[src/rtl/ir_rx_pkg.sv]
package ir_rx_pkg;
    localparam logic [7:0] A_ENABLE = 8'h00;
    localparam logic [7:0] A_CONFIG = 8'h04;
    localparam logic [7:0] A_BUSY   = 8'h1C;
    localparam logic [7:0] A_COUNT  = 8'h20;
    localparam logic [7:0] A_DATA   = 8'h24;
    localparam logic [7:0] A_MASK   = 8'h28;
    localparam logic [7:0] A_STATUS = 8'h2C;
    localparam logic [7:0] A_CLEAR  = 8'h30;
    localparam logic [7:0] A_START  = 8'h34;

    // Event index order inside every 3-bit event vector
    localparam int EV_RCV = 0;
    localparam int EV_TMO = 1;
    localparam int EV_OVF = 2;
    localparam int NUM_EV = 3;

    localparam int LVL_LSB = 8;
    localparam int LVL_W   = 6;

    typedef enum logic [1:0] {
        ST_OFF  = 2'd0,
        ST_IDLE = 2'd1,
        ST_RUN  = 2'd2
    } ctl_state_t;
endpackage

[src/rtl/ir_rx_ctl.sv]
module ir_rx_ctl
    import ir_rx_pkg::*;
(
    input  logic clk,
    input  logic rst_n,
    input  logic en_wr,
    input  logic en_bit,
    input  logic start_wr,
    output logic cap_enable,
    output logic cap_run
);
    ctl_state_t state_q, state_d;

    always_ff @(posedge clk) begin
        if (!rst_n) state_q <= ST_OFF;
        else        state_q <= state_d;
    end

    always_comb begin
        state_d = state_q;
        if (en_wr && !en_bit) begin
            state_d = ST_OFF;                       // disarm
        end else begin
            unique case (state_q)
                ST_OFF:  if (en_wr && en_bit) state_d = ST_IDLE;   // arm
                ST_IDLE: if (start_wr)        state_d = ST_RUN;    // go
                ST_RUN:  state_d = ST_RUN;
                default: state_d = ST_OFF;
            endcase
        end
    end

    always_comb begin
        cap_enable = 1'b0;
        cap_run    = 1'b0;
        unique case (state_q)
            ST_OFF:  ;
            ST_IDLE: cap_enable = 1'b1;
            ST_RUN:  begin cap_enable = 1'b1; cap_run = 1'b1; end
            default: ;
        endcase
    end
endmodule

[src/rtl/ir_sym_fifo.sv]
module ir_sym_fifo #(
    parameter int DW    = 32,
    parameter int DEPTH = 64,
    parameter int CW    = $clog2(DEPTH + 1)
) (
    input  logic          clk,
    input  logic          rst_n,
    input  logic          push,
    input  logic [DW-1:0] push_data,
    input  logic          pop,
    output logic [DW-1:0] head,
    output logic [CW-1:0] count,
    output logic          empty,
    output logic          drop
);
    localparam int PW = (DEPTH > 1) ? $clog2(DEPTH) : 1;

    logic [DW-1:0] mem [DEPTH];
    logic [PW-1:0] wr_ptr, rd_ptr;
    logic          full, do_push, do_pop;

    assign empty   = (count == '0);
    assign full    = (count == CW'(DEPTH));
    assign do_pop  = pop && !empty;
    assign do_push = push && (!full || do_pop);
    assign drop    = push && full && !do_pop;
    assign head    = mem[rd_ptr];

    function automatic logic [PW-1:0] nxt(input logic [PW-1:0] p);
        return (p == PW'(DEPTH - 1)) ? '0 : p + PW'(1);
    endfunction

    always_ff @(posedge clk) begin
        if (!rst_n) begin
            wr_ptr <= '0;
            rd_ptr <= '0;
            count  <= '0;
        end else begin
            if (do_push) wr_ptr <= nxt(wr_ptr);
            if (do_pop)  rd_ptr <= nxt(rd_ptr);
            count <= count + CW'(do_push) - CW'(do_pop);
        end
    end

    always_ff @(posedge clk) begin
        if (do_push) mem[wr_ptr] <= push_data;
    end
endmodule

[src/rtl/ir_evt_ctrl.sv]
module ir_evt_ctrl
    import ir_rx_pkg::*;
#(
    parameter int CW = 7
) (
    input  logic              clk,
    input  logic              rst_n,
    input  logic [CW-1:0]     count,
    input  logic [LVL_W-1:0]  level,
    input  logic              tmo_in,
    input  logic              ovf_in,
    input  logic [NUM_EV-1:0] clr,
    input  logic [NUM_EV-1:0] mask,
    output logic [NUM_EV-1:0] raw,
    output logic [NUM_EV-1:0] gated,
    output logic              irq
);
    logic [CW-1:0]     thresh;
    logic [NUM_EV-1:0] set;

    assign thresh      = CW'(level) + CW'(1);
    assign set[EV_RCV] = (count >= thresh);
    assign set[EV_TMO] = tmo_in;
    assign set[EV_OVF] = ovf_in;

    always_ff @(posedge clk) begin
        if (!rst_n) raw <= '0;
        else        raw <= (raw & ~clr) | set;
    end

    assign gated = raw & ~mask;
    assign irq   = |gated;
endmodule

[src/rtl/ir_rx_regs.sv]
module ir_rx_regs
    import ir_rx_pkg::*;
#(
    parameter int DEPTH = 64
) (
    input  logic        clk,
    input  logic        rst_n,
    input  logic        bus_sel,
    input  logic        bus_wr,
    input  logic [7:0]  bus_addr,
    input  logic [31:0] bus_wdata,
    output logic [31:0] bus_rdata,
    input  logic        sym_valid,
    input  logic [31:0] sym_data,
    input  logic        timeout_evt,
    input  logic        cap_busy,
    output logic        cap_enable,
    output logic        cap_run,
    output logic [31:0] cap_config,
    output logic        irq
);
    localparam int CW = $clog2(DEPTH + 1);

    logic              wr_en, rd_en, pop_req;
    logic [31:0]       cfg_q;
    logic [NUM_EV-1:0] mask_q, clr_bits, evt_raw, evt_gated;
    logic [31:0]       fifo_head;
    logic [CW-1:0]     fifo_cnt;
    logic              fifo_empty, fifo_drop;

    assign wr_en   = bus_sel && bus_wr;
    assign rd_en   = bus_sel && !bus_wr;
    assign pop_req = rd_en && (bus_addr == A_DATA);
    assign clr_bits = (wr_en && bus_addr == A_CLEAR) ? bus_wdata[18:16] : '0;

    always_ff @(posedge clk) begin
        if (!rst_n) begin
            cfg_q  <= '0;
            mask_q <= '0;
        end else if (wr_en) begin
            if (bus_addr == A_CONFIG) cfg_q  <= bus_wdata;
            if (bus_addr == A_MASK)   mask_q <= bus_wdata[NUM_EV-1:0];
        end
    end
    assign cap_config = cfg_q;

    ir_rx_ctl u_ctl (
        .clk        (clk),
        .rst_n      (rst_n),
        .en_wr      (wr_en && bus_addr == A_ENABLE),
        .en_bit     (bus_wdata[0]),
        .start_wr   (wr_en && bus_addr == A_START),
        .cap_enable (cap_enable),
        .cap_run    (cap_run)
    );

    ir_sym_fifo #(.DW(32), .DEPTH(DEPTH), .CW(CW)) u_fifo (
        .clk       (clk),
        .rst_n     (rst_n),
        .push      (sym_valid && cap_run),
        .push_data (sym_data),
        .pop       (pop_req),
        .head      (fifo_head),
        .count     (fifo_cnt),
        .empty     (fifo_empty),
        .drop      (fifo_drop)
    );

    ir_evt_ctrl #(.CW(CW)) u_evt (
        .clk    (clk),
        .rst_n  (rst_n),
        .count  (fifo_cnt),
        .level  (cfg_q[LVL_LSB +: LVL_W]),
        .tmo_in (timeout_evt && cap_run),
        .ovf_in (fifo_drop),
        .clr    (clr_bits),
        .mask   (mask_q),
        .raw    (evt_raw),
        .gated  (evt_gated),
        .irq    (irq)
    );

    always_comb begin
        bus_rdata = '0;
        if (rd_en) begin
            case (bus_addr)
                A_ENABLE: bus_rdata = {31'b0, cap_enable};
                A_CONFIG: bus_rdata = cfg_q;
                A_BUSY:   bus_rdata = {31'b0, cap_busy};
                A_COUNT:  bus_rdata = 32'(fifo_cnt);
                A_DATA:   bus_rdata = fifo_empty ? '0 : fifo_head;
                A_MASK:   bus_rdata = {29'b0, mask_q};
                A_STATUS: bus_rdata = {5'b0, evt_raw, 13'b0, evt_gated, 8'b0};
                default:  bus_rdata = '0;
            endcase
        end
    end
endmodule

[config.mk]
export PLATFORM = sky130hd
export DESIGN_NAME = ir_rx_regs
export DESIGN_NICKNAME = d
export VERILOG_FILES = /design/src/rtl/ir_rx_pkg.sv /design/src/rtl/ir_rx_ctl.sv /design/src/rtl/ir_sym_fifo.sv /design/src/rtl/ir_evt_ctrl.sv /design/src/rtl/ir_rx_regs.sv
export SDC_FILE = /design/constraint.sdc
export NUM_CORES = 2
export LEC_CHECK = 0
export ABC_AREA = 1
export ABC_CLOCK_PERIOD_IN_PS = 9250
export BUFFER_PORTS_ARGS = -buffer_cell sky130_fd_sc_hd__buf_2
export CELL_PAD_IN_SITES_DETAIL_PLACEMENT = 2
export CELL_PAD_IN_SITES_GLOBAL_PLACEMENT = 2
export CORE_UTILIZATION = 25
export CTS_CLUSTER_DIAMETER = 150
export DETAILED_ROUTE_END_ITERATION = 8
export HOLD_SLACK_MARGIN = 0.06
export MAX_ROUTING_LAYER = met4
export PLACE_DENSITY_LB_ADDON = 0.15
export SLEW_MARGIN = 20
export SYNTH_ARGS = -nofsm -noshare
export SYNTH_HDL_FRONTEND = slang
export SYNTH_SLANG_ARGS = --single-unit
[constraint.sdc]
create_clock -name clk -period 9.25 [get_ports clk]
set_input_delay 2.3125 -clock clk [delete_from_list [all_inputs] [get_ports clk]]
set_output_delay 2.3125 -clock clk [all_outputs]
set_load 0.005 [all_outputs]
==> impl_results.html <==
<table>
<tr><th>Metric</th><th>Value</th></tr>
<tr><th colspan="2">Outcome</th></tr>
<tr><td>Result of the run</td><td>complete, no violations</td></tr>
<tr><th colspan="2">STA</th></tr>
<tr><td>Final-report hold violation count</td><td>0</td></tr>
<tr><td>Clock skew after layout</td><td>0.04424 ns</td></tr>
<tr><td>Worst hold-check slack</td><td>0.4744 ns</td></tr>
<tr><td>Actual transition at the worst max-transition pin</td><td>1.135 ns</td></tr>
<tr><td>Min Tclk post-route</td><td>7.112 ns</td></tr>
<tr><td>RSZ-0062 raised after global routing</td><td>false</td></tr>
<tr><td>Max_slew headroom</td><td>24.12%</td></tr>
<tr><td>Highest clock rate</td><td>140.6 MHz</td></tr>
<tr><td>Final count of pins violating max slew</td><td>0</td></tr>
<tr><td>Count of endpoints failing setup in the final report</td><td>0</td></tr>
<tr><td>Post-route worst setup slack</td><td>2.138 ns</td></tr>
<tr><td>Fin Setup TNS</td><td>0 ns</td></tr>
<tr><td>Final worst path period share</td><td>76.89%</td></tr>
<tr><th colspan="2">Finish</th></tr>
<tr><td>Share of post-route cells with drive strength above 1</td><td>9.586%</td></tr>
<tr><td>Leading cell types in the layout, fill and taps excluded</td><td>nand2_1, edfxtp_1, nand3_1</td></tr>
<tr><td>Most common library cell in the layout ignoring fill and taps</td><td>nand2_1</td></tr>
<tr><td>Final non-filler cell area</td><td>100,600 µm²</td></tr>
<tr><td>Filler cells</td><td>36,750</td></tr>
<tr><td>Synthesis-to-finish area growth</td><td>16.77%</td></tr>
<tr><td>Number of nets in the layout</td><td>7,686</td></tr>
<tr><td>Core utilization of the finished layout</td><td>29.33%</td></tr>
<tr><td>Final standard cell count with taps included and fillers excluded</td><td>12,340</td></tr>
<tr><th colspan="2">Clock tree</th></tr>
<tr><td>Clock Root Buffer</td><td>clkbuf_16</td></tr>
<tr><td>Clock tree from TritonCTS</td><td>built</td></tr>
<tr><td>Clk sink count</td><td>2,113</td></tr>
<tr><td>Clock-pin slew reported for the worst setup and hold paths after clock tree synthesis</td><td>0.06 ns</td></tr>
<tr><td>Max Buffers Root-to-Sink</td><td>4</td></tr>
<tr><td>CTS hold repair buffers</td><td>0</td></tr>
<tr><td>Number of buffers created by CTS</td><td>262</td></tr>
<tr><td>Total of cells resized after clock tree synthesis</td><td>0</td></tr>
<tr><td>Worst-skew pair later-pin latency</td><td>0.88 ns</td></tr>
<tr><td>H-tree Lvls</td><td>5</td></tr>
<tr><td>Setup bufs post-CTS</td><td>0</td></tr>
<tr><th colspan="2">Detailed routing</th></tr>
<tr><td>Drt pass-1 iters</td><td>5</td></tr>
<tr><td>Wirelength per Cell</td><td>27.99 µm</td></tr>
<tr><td>Remaining routing DRC violations</td><td>0</td></tr>
<tr><td>ANT nets after route</td><td>0</td></tr>
<tr><td>Drt total wl</td><td>345,500 µm</td></tr>
<tr><td>Detail-routed via count per cell</td><td>4.801</td></tr>
<tr><td>Initial detailed-routing violation count</td><td>3,731</td></tr>
<tr><td>Vias</td><td>59,260</td></tr>
<tr><th colspan="2">Setup path</th></tr>
<tr><td>WP data required</td><td>6.94 ns</td></tr>
<tr><td>Critical Path Sink Type</td><td>output pin</td></tr>
<tr><td>Startpoint Class</td><td>flip-flop</td></tr>
<tr><td>CP arrival</td><td>4.80 ns</td></tr>
<tr><td>Number of cells traversed by the worst register-to-register path</td><td>12</td></tr>
<tr><td>Crit path kind</td><td>flip-flop to output pin</td></tr>
<tr><td>Maximum fanout encountered on the critical timing path</td><td>142</td></tr>
<tr><th colspan="2">Run</th></tr>
<tr><td>Maxcap violations</td><td>0</td></tr>
<tr><th colspan="2">Placed design</th></tr>
<tr><td>Instance area after placement</td><td>92,590 µm²</td></tr>
<tr><td># port buffers</td><td>145</td></tr>
<tr><td>Detail Placement HPWL</td><td>186,800 µm</td></tr>
<tr><td>Setup slack after placement</td><td>2.195 ns</td></tr>
<tr><td>Cell count after placement</td><td>11,880</td></tr>
<tr><td>Final GP Congestion</td><td>0.8071</td></tr>
<tr><th colspan="2">Synth</th></tr>
<tr><td>Share of synthesized registers carrying an async set or reset</td><td>0%</td></tr>
<tr><td>Post-synthesis cell type count</td><td>44</td></tr>
<tr><td>Flip-flop and latch count after synthesis</td><td>2,113</td></tr>
<tr><td>Post-synth design cell area</td><td>86,150 µm²</td></tr>
<tr><td>Most common flop cell mapped by yosys</td><td>edfxtp_1</td></tr>
<tr><td>EDFF count, synth</td><td>2,048</td></tr>
<tr><td>Share of the yosys chip area belonging to registers</td><td>72.89%</td></tr>
<tr><td>Post-synth net total</td><td>7,579</td></tr>
<tr><td>Number of warning messages in the yosys log</td><td>0</td></tr>
<tr><td>Average instance area after synthesis</td><td>11.52 µm²</td></tr>
<tr><td>Synth Instances</td><td>7,476</td></tr>
<tr><th colspan="2">Pwr</th></tr>
<tr><td>Part of the power in the clock network</td><td>47.0%</td></tr>
<tr><td>Internal Pwr Total</td><td>16.35 mW</td></tr>
<tr><td>Fraction of power spent switching nets</td><td>22.26%</td></tr>
<tr><td>Leakage dissipation</td><td>35.04 nW</td></tr>
<tr><td>Worst-case vdd ir drop</td><td>0.1410 mV</td></tr>
<tr><td>Power per standard cell area</td><td>209.1 nW/µm²</td></tr>
<tr><td>Switching power of the nets</td><td>4.682 mW</td></tr>
<tr><td>Total power draw</td><td>21.03 mW</td></tr>
<tr><td>Share of power burned in combinational logic</td><td>2.8%</td></tr>
<tr><td>Sequential fraction of design power</td><td>50.2%</td></tr>
<tr><th colspan="2">Global route</th></tr>
<tr><td>Via count of the first global-routing pass</td><td>64,580</td></tr>
<tr><td>Largest net degree at the start of global routing</td><td>175</td></tr>
<tr><td>Global-route wire length before repair</td><td>491,000 µm</td></tr>
<tr><td>Initial antenna violation count</td><td>24</td></tr>
<tr><td>Total Routing Usage GR</td><td>20.23%</td></tr>
<tr><td>Grt total ovfl</td><td>0</td></tr>
<tr><th colspan="2">Floorplan</th></tr>
<tr><td>Area of the core region</td><td>343,000 µm²</td></tr>
<tr><td>Effective utilization at floorplan</td><td>25.12%</td></tr>
<tr><td>Number of placement rows</td><td>215</td></tr>
<tr><td>Number of ports placed on the die boundary</td><td>146</td></tr>
<tr><td>Area enclosed by the die boundary</td><td>347,000 µm²</td></tr>
<tr><td>Die X</td><td>589.0 µm</td></tr>
<tr><td>Height of the chip</td><td>589.0 µm</td></tr>
<tr><th colspan="2">Hold path</th></tr>
<tr><td>Number of cells on the worst hold path</td><td>2</td></tr>
<tr><td>Class of the tightest hold or removal check</td><td>flip-flop to flip-flop</td></tr>
</table>
registers in the layout (all words and copies together), names as in the netlist, named ones only:
name	cells
cap_config	32
u_fifo.rd_ptr	6
mask_q	3
u_fifo.mem	2048
u_evt.raw	3
u_ctl.state_q	2
u_fifo.wr_ptr	6
u_fifo.count	7
final timing paths:
path,start,end,slack [ns]
max,flip-flop,bus_rdata[27],2.14
min,u_fifo.rd_ptr[4]$_SDFFE_PN0P_,u_fifo.rd_ptr[4]$_SDFFE_PN0P_,0.47
min reg2reg,u_fifo.rd_ptr[4]$_SDFFE_PN0P_,u_fifo.rd_ptr[4]$_SDFFE_PN0P_,0.47
max reg2reg,u_fifo.count[5]$_SDFF_PN0_,u_fifo.mem[34][29]$_DFFE_PP_,4.38
cells in the mapped netlist, drive strengths merged (3+ instances only):
master | number | area share, %
nand2 | 2759 | 12
o21ai | 60 | 0.35
nand4 | 11 | 0.19
nand3 | 1717 | 10
nor2 | 122 | 0.55
xnor2 | 3 | 0.031
a21oi | 59 | 0.34
xor2 | 3 | 0.031
inv | 74 | 0.32
clkbuf | 163 | 0.71
edfxtp | 2048 | 71
nor3 | 40 | 0.25
ha | 23 | 0.33
buf | 306 | 1.8
dfxtp | 65 | 1.5
layout make-up:
type / instances / area [µm²] / share of cell area (%)
antenna: 4 / 10.01 / 0.009950
clock buffer: 342 / 7109 / 7.067
clock inverter: 121 / 880.8 / 0.8756
inverter: 76 / 316.6 / 0.3147
multi-input combinational: 4818 / 21430 / 21.30
sequential: 2113 / 62820 / 62.44
tap: 4557 / 5702 / 5.668
timing repair buffer: 312 / 2333 / 2.320
logic make-up (layout without fill, tap and decap cells):
logic type / after synthesis / count (layout) / synth area share, %
and+or+nand+nor: 4654 / 4654 / 23.06
AOI/OAI and AO/OA: 134 / 134 / 0.8321
adders and majority gates: 24 / 24 / 0.3573
buffers and inverters: 545 / 851 / 2.801
xor gates and xnor gates: 6 / 6 / 0.06101
DFF: 2113 / 2113 / 72.89
other: 0 / 4 / 0
power by group through the flow:
| stage | sequential (mW) | clock, mW | combinational (mW) |
|---|---|---|---|
| floorplan | 10.7 | 0 | 0.184 |
| global placement | 10.8 | 0 | 0.608 |
| detailed placement | 10.8 | 0 | 0.620 |
| CTS | 10.6 | 10.2 | 0.622 |
| global route | 10.6 | 10.5 | 0.644 |
| finish | 10.6 | 9.88 | 0.595 |
metal layers:
layer	global-route usage, %	wire length (µm)	part of all wire [%]
met1	26.30	156700	45
met5	-	0	0
met4	5.290	9257	2.7
met3	1.838	10880	3.1
met2	33.87	168700	49
worst max-delay path, stage by stage, from the launching register on:
cell and delay [ns]:
dfxtp_4 0.50, inv_8 0.69, buf_12 0.52, nand2_1 0.12, nand3_1 0.12, nand3_1 0.08, nand2_1 0.12, nand2_1 0.06
nand3_1 0.09, nand3_1 0.45, nand2_1 0.43, nand2_1 0.10, a21oi_1 0.18, buf_2 0.14
Note: power is estimated with default switching activity, not from simulation.
